--- src/rtl/tcb_pkg.sv ---
package tcb_pkg;

  typedef enum logic [1:0] {
    ST_IDLE = 2'd0,
    ST_REQ  = 2'd1,
    ST_SEND = 2'd2
  } tcbState_t;

  // strobes from control to datapath
  typedef struct packed {
    logic storeEn;   // take the presented store
    logic clearAll;  // empty tag list and data buffer
    logic latchHdr;  // capture sequence and phase numbers
    logic beatOn;    // a packet beat is on the output
    logic hdrBeat;   // that beat is the header
  } tcbCtl_t;

endpackage

--- src/rtl/tcb_datapath.sv ---
module tcb_datapath
  import tcb_pkg::*;
#(
  parameter int ADDR_W  = 16,
  parameter int DATA_W  = 32,
  parameter int DEPTH   = 8,
  parameter int SEQ_W   = 8,
  parameter int PHASE_W = 4
) (
  input  logic                       clk,
  input  logic                       rstN,
  input  tcbCtl_t                    ctl,
  input  logic [$clog2(DEPTH)-1:0]   rdIdx,
  input  logic [ADDR_W-1:0]          stAddr,
  input  logic [DATA_W-1:0]          stData,
  input  logic [SEQ_W-1:0]           txnSeq,
  input  logic [PHASE_W-1:0]         txnPhase,
  output logic [$clog2(DEPTH+1)-1:0] count,
  output logic                       full,
  output logic [ADDR_W-1:0]          pktAddr,
  output logic [DATA_W-1:0]          pktData
);

  localparam int IDX_W = $clog2(DEPTH);
  localparam int CNT_W = $clog2(DEPTH+1);

  logic [ADDR_W-1:0]  tagQ  [DEPTH];
  logic [DATA_W-1:0]  dataQ [DEPTH];
  logic [DEPTH-1:0]   hitVec;
  logic               anyHit;
  logic [SEQ_W-1:0]   seqQ;
  logic [PHASE_W-1:0] phaseQ;
  logic [DATA_W-1:0]  hdrWord;
  logic               appendEn;

  assign full     = (count == CNT_W'(DEPTH));
  assign anyHit   = |hitVec;
  assign appendEn = ctl.storeEn && !anyHit && !full;

  // tag match against the valid part of the list, one comparator per entry
  generate
    for (genvar i = 0; i < DEPTH; i++) begin : g_entry
      assign hitVec[i] = (CNT_W'(i) < count) && (tagQ[i] == stAddr);

      always_ff @(posedge clk) begin
        if (ctl.storeEn && hitVec[i]) begin
          dataQ[i] <= stData;
        end else if (appendEn && (count == CNT_W'(i))) begin
          tagQ[i]  <= stAddr;
          dataQ[i] <= stData;
        end
      end
    end
  endgenerate

  always_ff @(posedge clk) begin
    if (!rstN) begin
      count <= '0;
    end else if (ctl.clearAll) begin
      count <= '0;
    end else if (appendEn) begin
      count <= count + CNT_W'(1);
    end
  end

  always_ff @(posedge clk) begin
    if (!rstN) begin
      seqQ   <= '0;
      phaseQ <= '0;
    end else if (ctl.latchHdr) begin
      seqQ   <= txnSeq;
      phaseQ <= txnPhase;
    end
  end

  always_comb begin
    hdrWord = '0;
    hdrWord[CNT_W-1:0]               = count;
    hdrWord[CNT_W +: PHASE_W]        = phaseQ;
    hdrWord[CNT_W+PHASE_W +: SEQ_W]  = seqQ;
  end

  always_comb begin
    pktAddr = '0;
    pktData = '0;
    if (ctl.beatOn) begin
      if (ctl.hdrBeat) begin
        pktData = hdrWord;
      end else begin
        pktAddr = tagQ[rdIdx];
        pktData = dataQ[rdIdx];
      end
    end
  end

  // IDX_W kept for readers of the port width
  logic unusedIdx;
  assign unusedIdx = ^{IDX_W{1'b0}};

endmodule

--- src/rtl/tcb_control.sv ---
module tcb_control
  import tcb_pkg::*;
#(
  parameter int DEPTH = 8
) (
  input  logic                       clk,
  input  logic                       rstN,
  input  logic                       stValid,
  input  logic                       txnEnd,
  input  logic                       abort,
  input  logic                       commitGnt,
  input  logic [$clog2(DEPTH+1)-1:0] count,
  input  logic                       full,
  output tcbCtl_t                    ctl,
  output logic [$clog2(DEPTH)-1:0]   rdIdx,
  output logic                       stReady,
  output logic                       commitReq,
  output logic                       pktValid,
  output logic                       pktStart,
  output logic                       pktEnd,
  output logic                       pktHdr
);

  localparam int IDX_W = $clog2(DEPTH);
  localparam int CNT_W = $clog2(DEPTH+1);

  tcbState_t        state, stateNx;
  logic [CNT_W-1:0] beatQ;
  logic             lastBeat;
  logic             inSend;

  assign inSend    = (state == ST_SEND);
  assign lastBeat  = inSend && (beatQ == count);
  assign stReady   = (state == ST_IDLE) && !full;
  assign commitReq = (state == ST_REQ);
  assign pktValid  = inSend;
  assign pktStart  = inSend && (beatQ == '0);
  assign pktHdr    = pktStart;
  assign pktEnd    = lastBeat;
  assign rdIdx     = IDX_W'(beatQ - CNT_W'(1));

  always_comb begin
    stateNx      = state;
    ctl          = '0;
    ctl.storeEn  = stValid && stReady && !abort;
    ctl.beatOn   = inSend;
    ctl.hdrBeat  = pktStart;
    unique case (state)
      ST_IDLE: begin
        if (abort) begin
          ctl.clearAll = 1'b1;
        end else if (txnEnd || full) begin
          ctl.latchHdr = 1'b1;
          stateNx      = ST_REQ;
        end
      end
      ST_REQ: begin
        if (abort) begin
          ctl.clearAll = 1'b1;
          stateNx      = ST_IDLE;
        end else if (commitGnt) begin
          stateNx = ST_SEND;
        end
      end
      ST_SEND: begin
        if (lastBeat) begin
          ctl.clearAll = 1'b1;
          stateNx      = ST_IDLE;
        end
      end
      default: stateNx = ST_IDLE;
    endcase
  end

  always_ff @(posedge clk) begin
    if (!rstN) begin
      state <= ST_IDLE;
      beatQ <= '0;
    end else begin
      state <= stateNx;
      if (inSend && !lastBeat) begin
        beatQ <= beatQ + CNT_W'(1);
      end else begin
        beatQ <= '0;
      end
    end
  end

endmodule

--- src/rtl/txn_commit_buffer.sv ---
module txn_commit_buffer
  import tcb_pkg::*;
#(
  parameter int ADDR_W  = 16,
  parameter int DATA_W  = 32,
  parameter int DEPTH   = 8,
  parameter int SEQ_W   = 8,
  parameter int PHASE_W = 4
) (
  input  logic               clk,
  input  logic               rstN,
  input  logic               stValid,
  input  logic [ADDR_W-1:0]  stAddr,
  input  logic [DATA_W-1:0]  stData,
  output logic               stReady,
  input  logic               txnEnd,
  input  logic [SEQ_W-1:0]   txnSeq,
  input  logic [PHASE_W-1:0] txnPhase,
  input  logic               abort,
  output logic               full,
  output logic               commitReq,
  input  logic               commitGnt,
  output logic               pktValid,
  output logic               pktStart,
  output logic               pktEnd,
  output logic               pktHdr,
  output logic [ADDR_W-1:0]  pktAddr,
  output logic [DATA_W-1:0]  pktData
);

  localparam int IDX_W = $clog2(DEPTH);
  localparam int CNT_W = $clog2(DEPTH+1);

  tcbCtl_t          ctl;
  logic [IDX_W-1:0] rdIdx;
  logic [CNT_W-1:0] count;

  tcb_control #(.DEPTH(DEPTH)) u_ctrl (
    .clk       (clk),
    .rstN      (rstN),
    .stValid   (stValid),
    .txnEnd    (txnEnd),
    .abort     (abort),
    .commitGnt (commitGnt),
    .count     (count),
    .full      (full),
    .ctl       (ctl),
    .rdIdx     (rdIdx),
    .stReady   (stReady),
    .commitReq (commitReq),
    .pktValid  (pktValid),
    .pktStart  (pktStart),
    .pktEnd    (pktEnd),
    .pktHdr    (pktHdr)
  );

  tcb_datapath #(
    .ADDR_W (ADDR_W),
    .DATA_W (DATA_W),
    .DEPTH  (DEPTH),
    .SEQ_W  (SEQ_W),
    .PHASE_W(PHASE_W)
  ) u_dp (
    .clk      (clk),
    .rstN     (rstN),
    .ctl      (ctl),
    .rdIdx    (rdIdx),
    .stAddr   (stAddr),
    .stData   (stData),
    .txnSeq   (txnSeq),
    .txnPhase (txnPhase),
    .count    (count),
    .full     (full),
    .pktAddr  (pktAddr),
    .pktData  (pktData)
  );

endmodule

--- config.mk ---
export PLATFORM = sky130hd
export DESIGN_NAME = txn_commit_buffer
export DESIGN_NICKNAME = d
export VERILOG_FILES = /design/src/rtl/tcb_pkg.sv /design/src/rtl/tcb_datapath.sv /design/src/rtl/tcb_control.sv /design/src/rtl/txn_commit_buffer.sv
export SDC_FILE = /design/constraint.sdc
export NUM_CORES = 1
export LEC_CHECK = 0
export CORE_UTILIZATION = 53
export CTS_CLUSTER_SIZE = 30
export DETAILED_ROUTE_END_ITERATION = 16
export MAX_ROUTING_LAYER = met4
export PLACE_DENSITY = 0.76
export SYNTH_ARGS = -nofsm -noshare
export SYNTH_HDL_FRONTEND = slang
export SYNTH_SLANG_ARGS = --single-unit
export TNS_END_PERCENT = 1
--- constraint.sdc ---
create_clock -name clk -period 5.5 [get_ports clk]
set_input_delay 1.1 -clock clk [delete_from_list [all_inputs] [get_ports clk]]
set_output_delay 1.1 -clock clk [all_outputs]
set_load 0.005 [all_outputs]
# Yosys cells after proc, flatten, opt, wreduce, memory -nomap -nowiden
# Memory sizes are Yosys's and may differ from the RTL's.
# Cells that the tools add are included.
# totals
register_bits,22
n_memories,2
mem_bits_rw,384
# memory_table
memory,words,word_bits,read_ports,rd_ports_with_merged_regs,write_ports,line,text
u_dp.dataQ,8,32,1,0,8,tcb_datapath.sv:28,logic [DATA_W-1:0] dataQ [DEPTH];
u_dp.tagQ,8,16,9,0,1,tcb_datapath.sv:27,logic [ADDR_W-1:0] tagQ [DEPTH];
# op_classes
n_reduce_logical,52
bitwise,9
eq_ne,23
mux,85
order_cmp,8
n_addsub,3
# ops
operator,count
2-to-1 mux 32 bit,10
2-to-1 mux 16 bit,9
equality test 16 bit,8
OR reduction 16 bit,7
2-to-1 mux 1 bit,52
logical AND 1 bit,32
2-to-1 mux 3 bit,7
equality test 4 x 3 -> 1 bit (second input constant),4
< comparator 3 x 4 -> 1 bit (first input constant),4
2-to-1 mux 2 bit,5
adder 4 x 1 -> 4 bit (second input constant),2
equality test 4 x 2 -> 1 bit (second input constant),2
zero test 4 bit,2
< comparator 1 x 4 -> 1 bit (first input constant),2
< comparator 2 x 4 -> 1 bit (first input constant),2
OR 1 bit,8
OR reduction 8 bit,1
case mux 2 bit (3 select lines),1
equality test 4 x 1 -> 1 bit (second input constant),1
equality test 4 bit,1
equality test 4 bit (second input constant),1
zero test 1 bit,4
!= test 2 bit (second input constant),2
AND reduction 4 bit,1
11 further kinds,12

# Logic depth before layout (Yosys ltp)
# Gate-level depths: netlist of the first run.
# depth
ltp_word,19
mapped_depth,11

# Cells and area by module
# Synthesis of the first run repeated with hierarchy kept, for this count alone.
# hier_totals
hier_cells,1001
area_unflattened_um2,17608.1
# modules_own_cells
mod,area_per_inst_um2,cells_per_inst,instances
tcb_datapath,17159.0,948,1
tcb_control,449.2,53,1

# Worst setup path after synthesis of the first run
# Ideal clock, no wire load.
# synth_timing
path_type,input -> register
startpoint,input stAddr[14]
endpoint,"memory u_dp.dataQ[4][0], enable pin"
slack_ns,0.272
path_buffers,1
stages,8
t_required_ns,5.034
arrival_time_ns,4.763
cell_sequence,buf_4 -> xor2_1 -> nor2_1 -> and4_4 -> a22o_1 -> nor4b_4 -> nand2_4 -> o21ai_0
# synth_lines
item,line,text
start: declaration,txn_commit_buffer.sv:13,"input logic [ADDR_W-1:0] stAddr,"
end: declaration,tcb_datapath.sv:28,

# Final worst setup path of the first run
# layout_timing
startpoint,register u_ctrl.state[1]
endpoint,output pktAddr[11]
# layout_between
elab_chain_len,4
# layout_rtl
item,line,text
start: declaration,tcb_control.sv:27,"tcbState_t state, stateNx;"
start signal: assignment,tcb_control.sv:80,state <= stateNx;
equality test 2 bit *,tcb_control.sv:32,assign inSend = (state == ST_SEND);
logical AND 1 bit,tcb_control.sv:37,assign pktStart = inSend && (beatQ == '0);
2-to-1 mux 16 bit,tcb_datapath.sv:87,if (ctl.hdrBeat) begin
2-to-1 mux 16 bit *,tcb_datapath.sv:86,if (ctl.beatOn) begin
end: declaration,txn_commit_buffer.sv:27,"output logic [ADDR_W-1:0] pktAddr,"
# Every way passes the cells marked *; elsewhere a longest branch is shown, timed or not.

==> results of run 1 <==
==> cell usage in the layout (no fill, tap or decap), drive strengths merged, types with 22 or more instances in the layout <==
cell	netlist	layout
edfxtp	384	384
clkdlybuf4s50	0	120
mux4	96	96
nand2	95	95
xnor2	82	82
clkbuf	23	67
xor2	54	54
buf	37	38
a21oi	36	36
mux2i	29	29
o21ai	23	23
dfxtp	22	22
==> critical path, delay by kind of cell (launching register included) <==
kind / cells / cell delay [ps]
compound gates: 1 / 120
buf+inv: 3 / 1130
flops: 1 / 450
simple gates: 3 / 1390
==> worst max-delay path by stage <==
stage / endpoint / cells past startpoint
final: pktAddr[11] / 7
after global routing: pktAddr[11] / 7
after global placement: u_dp.tagQ[3][1]$_DFFE_PP_ / 9
after detailed placement: u_dp.tagQ[0][10]$_DFFE_PP_ / 9
after CTS: pktAddr[11] / 7
after floorplan: u_dp.dataQ[4][0]$_DFFE_PP_ / 8
==> cell families after synthesis <==
kind of cell,synth area share
adders and majority gates,0.00356
and+or+nand+nor,0.0602
xor gates and xnor gates,0.0704
buffers and inverters,0.0212
DFF,0.682
muxes,0.140
AOI/OAI and AO/OA,0.0232
==> final cells by class <==
type	instances	area, µm²
well taps	442	553
diodes	1	2.50
flip-flops and latches	406	12000
inverters	10	37.5
clock buffers	67	1200
repair buffers	158	1510
multi-input cells	541	5330
fillers	2284	11900
clock inverters	10	75.1
==> Yosys cell counts (all sizes together) (2+ instances only) <==
master / instances / area share
nand4: 17 / 0.0061
ha: 5 / 0.0036
nor4: 13 / 0.0050
nor3: 9 / 0.0026
a21o: 2 / 0.00085
a21boi: 2 / 0.00086
nor4bb: 2 / 0.0011
buf: 37 / 0.014
and3: 4 / 0.0016
nor2: 17 / 0.0046
o21ai: 23 / 0.0066
inv: 10 / 0.0021
nor4b: 2 / 0.0019
xor2: 54 / 0.029
nor2b: 16 / 0.0057
and4b: 2 / 0.0011
nor3b: 3 / 0.0013
edfxtp: 384 / 0.66
clkbuf: 23 / 0.0049
mux2i: 29 / 0.017
mux4: 96 / 0.12
nand3: 17 / 0.0048
and4: 3 / 0.0016
nand2: 95 / 0.021
dfxtp: 22 / 0.025
a21oi: 36 / 0.010
xnor2: 82 / 0.041
==> flip-flops by register name, summed over array words and instances, names as in the netlist <==
register	count
u_dp.dataQ	256
u_ctrl.state	2
u_ctrl.beatQ	4
u_dp.count	4
u_dp.tagQ	128
u_dp.seqQ	8
u_dp.phaseQ	4
==> metal layers <==
layer / global-route usage / wire length (µm)
met4: 0.0723 / 897
met1: 0.353 / 16900
met5: - / 0
met3: 0.0390 / 3040
met2: 0.414 / 20400
==> metrics by stage <==
step                 util  cell area (µm²)
floorplan               -            17600
global placement    0.596            19400
detailed placement  0.596            19400
CTS                 0.635            20700
global route        0.636            20700
finish              0.636            20700
==> power groups by stage <==
stage / Sequential [mW] / Combinational, mW / Clock (mW)
3_5_place_dp: 3.49 / 0.235 / 0
5_1_grt: 3.42 / 0.253 / 2.82
6_report: 3.42 / 0.238 / 2.65
4_1_cts: 3.42 / 0.237 / 2.69
2_1_floorplan: 3.48 / 0.108 / 0
3_3_place_gp: 3.48 / 0.232 / 0
==> summary.txt, run 1 <==
Synth
  • Main synth FF type: edfxtp_1
  • Post-synthesis sequential area ratio: 0.682
  • Synthesized instance count: 1017
  • Ys Warns: 0
  • Yosys reg bits: 406
  • Post-synth ARST share: 0
  • Synth cell types: 52
  • Post-Syn Area: 17600 µm²
  • EDFF count, synth: 384
  • Post-Syn Nets: 1088
  • Mean post-synth cell area: 17.3 µm²

Worst hold path
  • Hold Crit Depth: 2
  • Worst Hold Launch: u_dp.seqQ[3]$_SDFFE_PN0P_
  • Worst hold path type: reg2reg
  • WHS Endpoint: u_dp.seqQ[3]$_SDFFE_PN0P_

Power
  • Pwr dens: 305 nW/µm²
  • Final Power: 6.31 mW
  • VDD IR-drop max: 0.283 mV
  • Sw Pwr: 1.30 mW
  • Pint: 5.01 mW
  • Clock power frac: 0.420
  • Logic pwr share: 0.038
  • Seq pwr share: 0.542
  • Switching part of the total power: 0.206
  • Pleak: 6.62 nW

CTS
  • CTS H-tree depth: 2
  • CTS sink count: 406
  • Post-CTS Hold Buffers: 0
  • Worst-case clock buffer depth: 3
  • Post-cts resize count: 0
  • Setup Buffers After CTS: 0
  • TritonCTS clock tree: built
  • Clock transition at path regs: 60 ps
  • Num CTS Buffers: 42
  • Root Driver: clkbuf_16
  • Clock latency on the worst-skew pair: 550 ps

Run
  • MaxCap Viol Count: 0

GRT
  • Vias in the first global route: 9893
  • First-pass GRT wire length: 62300 µm
  • Initial antenna violation count: 1
  • Largest net degree at the start of global routing: 101
  • GRT Total Usage: 0.260
  • Total gr overflow: 0

Place
  • Dpl cells: 1557
  • DP Worst Slack: 531 ps
  • RePlAce Congestion: 0.984
  • Dpl hpwl: 26100 µm
  • Port bufs: 120

Floorplan
  • CORE AREA: 32500 µm²
  • FP Rows: 66
  • # IOs: 121
  • Initial Utilization: 0.540
  • Die Area: 33900 µm²
  • Die height: 184 µm
  • Die W: 184 µm

Timing
  • # setup viols final: 0
  • Setup_tns: 0 ps
  • Hold_ws: 518 ps
  • Worst Clk Skew: 30.5 ps
  • Final min period: 4740 ps
  • Worst slew pin tran: 1180 ps
  • Final worst path period share: 0.862
  • FMAX: 211 MHz
  • PnR worst setup slack: 760 ps
  • Relative slew margins: 0.212
  • RSZ-0062 raised after global routing: no
  • Final hold violations: 0
  • Max Transition Viols Final: 0

Route
  • Detailed Route Iter0 Violations: 1065
  • Drt total wl: 41300 µm
  • DR vias: 9753
  • Avg WL per Cell: 25.3 µm
  • Post-route ant nets: 0
  • TritonRoute pass-1 iters: 5
  • Vias/cell: 5.97
  • # DRC: 0

Outcome
  • Status: finished, final reports clean

Setup path
  • Worst-path fanout max: 33
  • Worst path slowest cell: nand2b_2
  • Slowest stage delay, CP: 780 ps
  • Top cell by count, worst path: buf_4
  • CP Class: reg2out
  • Reg2reg end: u_dp.tagQ[0][10]$_DFFE_PP_
  • Worst setup SP type: register
  • FF-to-FF path depth: 8
  • CP endpoint kind: output port
  • Worst endpoint data arrival time: 3640 ps
  • Register-to-register path setup slack: 1590 ps
  • Worst r2r src: u_dp.count[1]$_SDFFE_PP0P_
  • Crit. Startpoint: u_ctrl.state[1]$_SDFFE_PN0P_
  • Data required, critical path: 4400 ps
  • Critical Path, Cell by Cell: nor2b_1, and3_1, buf_4, nand2b_2, buf_4, a21oi_1, clkdlybuf4s50_1

Finish
  • Layout cell share with drive strength beyond 1: 0.184
  • Area Overhead vs Synth: 17.8%
  • Layout Nets: 1230
  • Post-Layout Cell Count: 1635
Power figures use the tool's default switching activity.
==> inputs of run 2 (changes only) <==
--- a/config.mk
+++ b/config.mk
@@ -5,11 +5,11 @@
 export SDC_FILE = /design/constraint.sdc
 export NUM_CORES = 1
 export LEC_CHECK = 0
-export CORE_UTILIZATION = 53
+export CORE_UTILIZATION = 59
 export CTS_CLUSTER_SIZE = 30
 export DETAILED_ROUTE_END_ITERATION = 16
 export MAX_ROUTING_LAYER = met4
-export PLACE_DENSITY = 0.76
+export PLACE_DENSITY_LB_ADDON = 0.25
 export SYNTH_ARGS = -nofsm -noshare
 export SYNTH_HDL_FRONTEND = slang
 export SYNTH_SLANG_ARGS = --single-unit
==> constraint.sdc (replaced) <==
create_clock -name clk -period 4.61 [get_ports clk]
set_input_delay 0.922 -clock clk [delete_from_list [all_inputs] [get_ports clk]]
set_output_delay 0.922 -clock clk [all_outputs]
set_load 0.005 [all_outputs]
==> run 2 against run 1 <==
  * Cell area grew 0.32%
  * Utilization rose by 7.9 points
  * Die area is 10% lower
  * Clock-buffer cell count shrank 10
  * First-iteration DRC count fell by 9.9%
  * Clock skew is 9.8 ps lower
  * Critical path depth unchanged
  * Global-route usage rose by 2.8 points
  * Worst setup slack lost 510 ps
==> summary.txt, run 2 (synthesis results as in run 1) <==
Outcome
  • Status: finished, final reports clean

Route
  • TritonRoute pass-1 iters: 5 (unchanged)
  • Top layer reached by signal wires: met4
  • # DRC: 0 (unchanged)
  • Drt total wl: 40800 µm (-1.2%)
  • Avg WL per Cell: 25.7 µm (+1.6%)
  • Detailed Route Iter0 Violations: 960 (-9.9%)
  • DR vias: 9628 (-1.3%)
  • Met3 WL: 2690 µm (-11%)
  • Metal2 WL: 20000 µm (-2.1%)
  • Post-route ant nets: 0 (unchanged)
  • Met1 WL: 17100 µm (+1.2%)
  • Vias/cell: 6.06 (+1.5%)

Power
  • VDD IR-drop max: 0.394 mV (+39%)
  • Pwr dens: 358 nW/µm² (+17%)
  • Pleak: 6.70 nW (+1.1%)
  • Final Power: 7.43 mW (+18%)

GRT
  • Vias in the first global route: 10000 (+1.3%)
  • First-pass GRT wire length: 62200 µm (-0.13%)
  • Initial antenna violation count: 1 (unchanged)
  • Largest net degree at the start of global routing: 56 (-45%)
  • GRT Total Usage: 0.288 (+0.0276)
  • Total gr overflow: 0 (unchanged)

Timing
  • Final worst path period share: 0.945
  • # setup viols final: 0 (unchanged)
  • Final min period: 4360 ps
  • PnR worst setup slack: 254 ps (-506 ps)
  • Worst Clk Skew: 20.8 ps (-9.75 ps)
  • Max Transition Viols Final: 0 (unchanged)
  • Setup_tns: 0 ps (unchanged)
  • Relative slew margins: 0.398 (+0.187)
  • FMAX: 230 MHz
  • Worst slew pin tran: 898 ps (-278 ps)
  • RSZ-0062 raised after global routing: no
  • Final hold violations: 0 (unchanged)

Finish
  • Largest register FFs: 256 (unchanged)
  • Post-Layout Cell Count: 1590 (-2.8%)
  • Layout Nets: 1245 (+1.2%)
  • Commonest cells after routing, fill and taps aside: edfxtp_1, clkdlybuf4s50_1, mux4_2
  • Area Overhead vs Synth: 18.1%
  • Top flop regs: u_dp.dataQ: 256 flops, u_dp.tagQ: 128 flops, u_dp.seqQ: 8 flops
  • FILL cells: 1813 (-21%)
  • Commonest non-fill, non-tap cell in the layout: edfxtp_1
  • Largest reg by FF count: u_dp.dataQ
  • Layout cell share with drive strength beyond 1: 0.193 (+0.00881)

Floorplan
  • Die height: 175 µm (-5.2%)
  • Die W: 175 µm (-5.2%)
  • Initial Utilization: 0.605 (+0.0655)
  • FP Rows: 62 (-6.1%)
  • CORE AREA: 29000 µm² (-11%)
  • Die Area: 30500 µm² (-10%)
  • # IOs: 121 (unchanged)

Setup path
  • Register-to-register path setup slack: 1210 ps (-380 ps)
  • Reg2reg end: u_dp.dataQ[5][16]$_DFFE_PP_
  • Critical Path, Cell by Cell: inv_1, ha_4, xnor2_2, buf_4, nand2_1, a21oi_1, clkdlybuf4s50_1
  • CP top delay family: buffers and inverters
  • Worst-path fanout max: 22 (-33%)
  • CP Class: reg2out
  • CP endpoint kind: output port
  • Worst setup SP type: register
  • Worst path slowest cell: xnor2_2
  • FF-to-FF path depth: 10 (+2)
  • Worst r2r src: u_dp.count[1]$_SDFFE_PP0P_
  • Crit path buffers/inverters: 3 (unchanged)
  • Slowest stage delay, CP: 720 ps (-60 ps)
  • Crit. Startpoint: u_ctrl.beatQ[0]$_SDFF_PN0_
  • Data required, critical path: 3690 ps (-710 ps)
  • Worst endpoint data arrival time: 3430 ps (-210 ps)
  • CP Capture Point: pktData[24]
  • Critical path depth: 7 (unchanged)

CTS
  • TritonCTS clock tree: built
  • Root Driver: clkbuf_16
  • CTS sink count: 406 (unchanged)
  • Post-CTS Hold Buffers: 0 (unchanged)
  • Post-cts resize count: 0 (unchanged)
  • Clock latency on the worst-skew pair: 540 ps (about the same)
  • Worst-case clock buffer depth: 3 (unchanged)
  • Clock transition at path regs: 60 ps (about the same)
  • Num CTS Buffers: 41 (-2.4%)
  • CTS H-tree depth: 2 (unchanged)
  • Setup Buffers After CTS: 0 (unchanged)

Place
  • Port bufs: 120 (unchanged)
  • Dpl hpwl: 26400 µm (+0.98%)
  • Dpl cells: 1515 (-2.7%)
  • RePlAce Congestion: 0.934 (-5.0%)
  • DP Worst Slack: 238 ps (-293 ps)

Worst hold path
  • Worst hold path type: reg2reg
  • Hold Crit Depth: 2 (unchanged)

Run
  • MaxCap Viol Count: 0 (unchanged)
==> run 2: final cells by class <==
class | count | area (µm²) | area share
diodes | 1 | 2.50 | 0.000121
clock buffers | 57 | 1090 | 0.0524
clock inverters | 17 | 119 | 0.00573
inverters | 10 | 37.5 | 0.00181
multi-input cells | 541 | 5330 | 0.257
flip-flops and latches | 406 | 12000 | 0.577
well taps | 384 | 480 | 0.0232
repair buffers | 174 | 1720 | 0.0829
==> run 2: worst register-to-register path, stage by stage, from the launching register on <==
cell and delay [ps]:
dfxtp_1 410, inv_1 180, ha_1 300, nor2b_1 80, o21ai_0 260, nor4_1 120
a22oi_1 220, nor4b_4 530, nand2_4 250, o32ai_4 370, buf_4 350
==> run 2: metal layers <==
metal | vias to the layer above | global-route usage
li1 | 4257 | -
met1 | 4906 | 0.396
met2 | 391 | 0.449
met3 | 74 | 0.0501
met4 | 0 | 0.0815
met5 | - | -
==> run 2: how the worst min path moves through the flow <==
stage / start / endpoint / slack (ps)
floorplan: u_dp.phaseQ[0]$_SDFFE_PN0P_ / u_dp.phaseQ[0]$_SDFFE_PN0P_ / 490
global placement: u_dp.seqQ[0]$_SDFFE_PN0P_ / u_dp.seqQ[0]$_SDFFE_PN0P_ / 500
detailed placement: u_dp.phaseQ[2]$_SDFFE_PN0P_ / u_dp.phaseQ[2]$_SDFFE_PN0P_ / 510
CTS: u_dp.seqQ[7]$_SDFFE_PN0P_ / u_dp.seqQ[7]$_SDFFE_PN0P_ / 530
global route: u_dp.phaseQ[3]$_SDFFE_PN0P_ / u_dp.phaseQ[3]$_SDFFE_PN0P_ / 550
finish: u_dp.seqQ[7]$_SDFFE_PN0P_ / u_dp.seqQ[7]$_SDFFE_PN0P_ / 530
==> run 2: per-stage QoR <==
step	hold WS [ps]	instance area, µm²	utilization
floorplan	486	17600	-
global placement	498	19500	0.673
detailed placement	514	19500	0.673
CTS	531	20700	0.715
global route	552	20700	0.715
finish	526	20700	0.715
==> run 2: report_power, final <==
part / switching, mW / internal [mW]
Clock: 1.34 / 1.71
Combinational: 0.171 / 0.126
Sequential: 0.0141 / 4.07
==> inputs of run 3 (changes only) <==
--- a/config.mk
+++ b/config.mk
@@ -10,6 +10,7 @@
 export DETAILED_ROUTE_END_ITERATION = 16
 export MAX_ROUTING_LAYER = met4
 export PLACE_DENSITY_LB_ADDON = 0.25
+export REMOVE_ABC_BUFFERS = 1
 export SYNTH_ARGS = -nofsm -noshare
 export SYNTH_HDL_FRONTEND = slang
 export SYNTH_SLANG_ARGS = --single-unit
==> run 3 against run 2 <==
  * Largest power group unchanged
  * Register-to-register slack barely moved
  * Cell area rose by 0.13%
  * Maximum frequency rose by 4.2%
==> summary.txt, run 3 (synthesis results as in run 1) <==
Floorplan
  • FP Rows: 62 (unchanged)
  • Die Area: 30500 µm² (unchanged)
  • Initial Utilization: 0.605 (unchanged)
  • Die height: 175 µm (unchanged)
  • CORE AREA: 29000 µm² (unchanged)
  • # IOs: 121 (unchanged)
  • Die W: 175 µm (unchanged)

Setup path
  • Data required, critical path: 3690 ps (about the same)
  • Worst-path fanout max: 38 (+73%)
  • CP Class: reg2out
  • Worst setup SP type: register
  • CP endpoint kind: output port
  • Worst endpoint data arrival time: 3260 ps (-170 ps)

GRT
  • GRT Total Usage: 0.277 (-0.0112)
  • First-pass GRT wire length: 60100 µm (-3.5%)
  • Total gr overflow: 0 (unchanged)
  • Initial antenna violation count: 2 (+1)
  • Vias in the first global route: 9914 (-1.0%)
  • Largest net degree at the start of global routing: 101 (+80%)

Power
  • VDD IR-drop max: 0.364 mV (-7.5%)
  • Pwr dens: 363 nW/µm² (+1.4%)
  • Final Power: 7.54 mW (+1.5%)
  • Pleak: 6.70 nW (+0.12%)

Timing
  • Final min period: 4180 ps (-174 ps)
  • RSZ-0062 raised after global routing: no
  • PnR worst setup slack: 428 ps (+174 ps)
  • Relative slew margins: 0.415 (+0.0167)
  • Final hold violations: 0 (unchanged)
  • Setup_tns: 0 ps (unchanged)
  • # setup viols final: 0 (unchanged)
  • FMAX: 239 MHz (+4.2%)
  • Final worst path period share: 0.907 (-0.0377)
  • Worst Clk Skew: 13.6 ps (-7.20 ps)
  • Max Transition Viols Final: 0 (unchanged)
  • Worst slew pin tran: 870 ps (-28.6 ps)

Finish
  • Top flop regs: u_dp.dataQ: 256 flops, u_dp.tagQ: 128 flops, u_dp.seqQ: 8 flops
  • Commonest non-fill, non-tap cell in the layout: edfxtp_1
  • Layout cell share with drive strength beyond 1: 0.190 (-0.00205)
  • Post-Layout Cell Count: 1583 (-0.44%)
  • Largest reg by FF count: u_dp.dataQ
  • Commonest cells after routing, fill and taps aside: edfxtp_1, clkdlybuf4s50_1, mux4_2
  • Area Overhead vs Synth: 18.3%
  • Largest register FFs: 256 (unchanged)
  • Layout Nets: 1237 (-0.64%)
  • Post-Layout Inst Area: 20800 µm² (+0.13%)

Place
  • DP Worst Slack: 355 ps (+117 ps)
  • DP Area: 19500 µm² (-0.30%)
  • Port bufs: 120 (unchanged)
  • Dpl hpwl: 24900 µm (-5.8%)
  • Dpl cells: 1506 (-0.59%)
  • RePlAce Congestion: 0.927 (-0.83%)

CTS
  • Worst-case clock buffer depth: 3 (unchanged)
  • Setup Buffers After CTS: 0 (unchanged)
  • TritonCTS clock tree: built
  • Num CTS Buffers: 42 (+2.4%)
  • CTS sink count: 406 (unchanged)
  • Root Driver: clkbuf_16
  • Post-cts resize count: 0 (unchanged)
  • Post-CTS Hold Buffers: 0 (unchanged)
  • Clock transition at path regs: 60 ps (about the same)
  • CTS H-tree depth: 2 (unchanged)
  • Clock latency on the worst-skew pair: 540 ps (about the same)

Worst hold path
  • Worst hold path type: reg2reg

Route
  • Avg WL per Cell: 25.1 µm (-2.4%)
  • Detailed Route Iter0 Violations: 1185 (+23%)
  • TritonRoute pass-1 iters: 5 (unchanged)
  • Post-route ant nets: 0 (unchanged)
  • DR vias: 9835 (+2.1%)
  • Drt total wl: 39700 µm (-2.8%)
  • # DRC: 0 (unchanged)
  • Vias/cell: 6.21 (+2.6%)

Run
  • MaxCap Viol Count: 0 (unchanged)

Outcome
  • Status: finished, final reports clean
-- run 3: changes by cell type in the layout (fill, tap and decap cells not counted), moves of 2 or more --
cell,delta
clkinv_1,+2
clkbuf_8,+2
buf_4,-10
clkinv_2,+3
clkbuf_1,-8
-- run 3: worst paths after layout --
check,end,depth (start not counted),slack (ps),from
worst max-delay path,pktData[21],7,430,u_ctrl.beatQ[1]$_SDFF_PN0_
worst min-delay path,u_dp.seqQ[0]$_SDFFE_PN0P_,2,520,u_dp.seqQ[0]$_SDFFE_PN0P_
worst max register to register,u_dp.dataQ[5][26]$_DFFE_PP_,8,1220,u_dp.count[1]$_SDFFE_PP0P_
worst min register to register,u_dp.seqQ[0]$_SDFFE_PN0P_,2,520,u_dp.seqQ[0]$_SDFFE_PN0P_
-- run 3: cell type report --
cell class / count / area (µm²)
diodes: 2 / 5.00
clock buffers: 52 / 1110
clock inverters: 23 / 179
fillers: 1820 / 8240
inverters: 10 / 37.5
multi-input cells: 541 / 5320
flip-flops and latches: 406 / 12000
well taps: 384 / 480
repair buffers: 165 / 1660
-- run 3: power breakdown --
| part | leakage, nW | switching, mW | total, mW | internal [mW] |
|---|---|---|---|---|
| sequential | 3.65 | 0.0135 | 4.08 | 4.07 |
| clock | 0.631 | 1.34 | 3.17 | 1.82 |
| combinational | 2.43 | 0.168 | 0.291 | 0.123 |
-- run 3: critical path, cell delays in order (launching register included) --
cell and delay [ps]:
dfxtp_1 400, inv_1 90, ha_4 690, buf_12 280, mux4_2 230, nand2_1 70
a21oi_1 320, clkdlybuf4s50_1 590
-- run 3: through the flow --
step / util / hold slack [ps]
floorplan: - / 486
global placement: 0.671 / 497
detailed placement: 0.671 / 508
CTS: 0.716 / 525
global route: 0.716 / 549
finish: 0.716 / 520
-- run 3: layer usage --
layer / track usage / vias up / routed length, µm
met5: - / - / 0
met4: 0.0754 / 0 / 701
met3: 0.0612 / 60 / 3640
met2: 0.409 / 476 / 18700
met1: 0.394 / 5057 / 16600
li1: - / 4242 / -
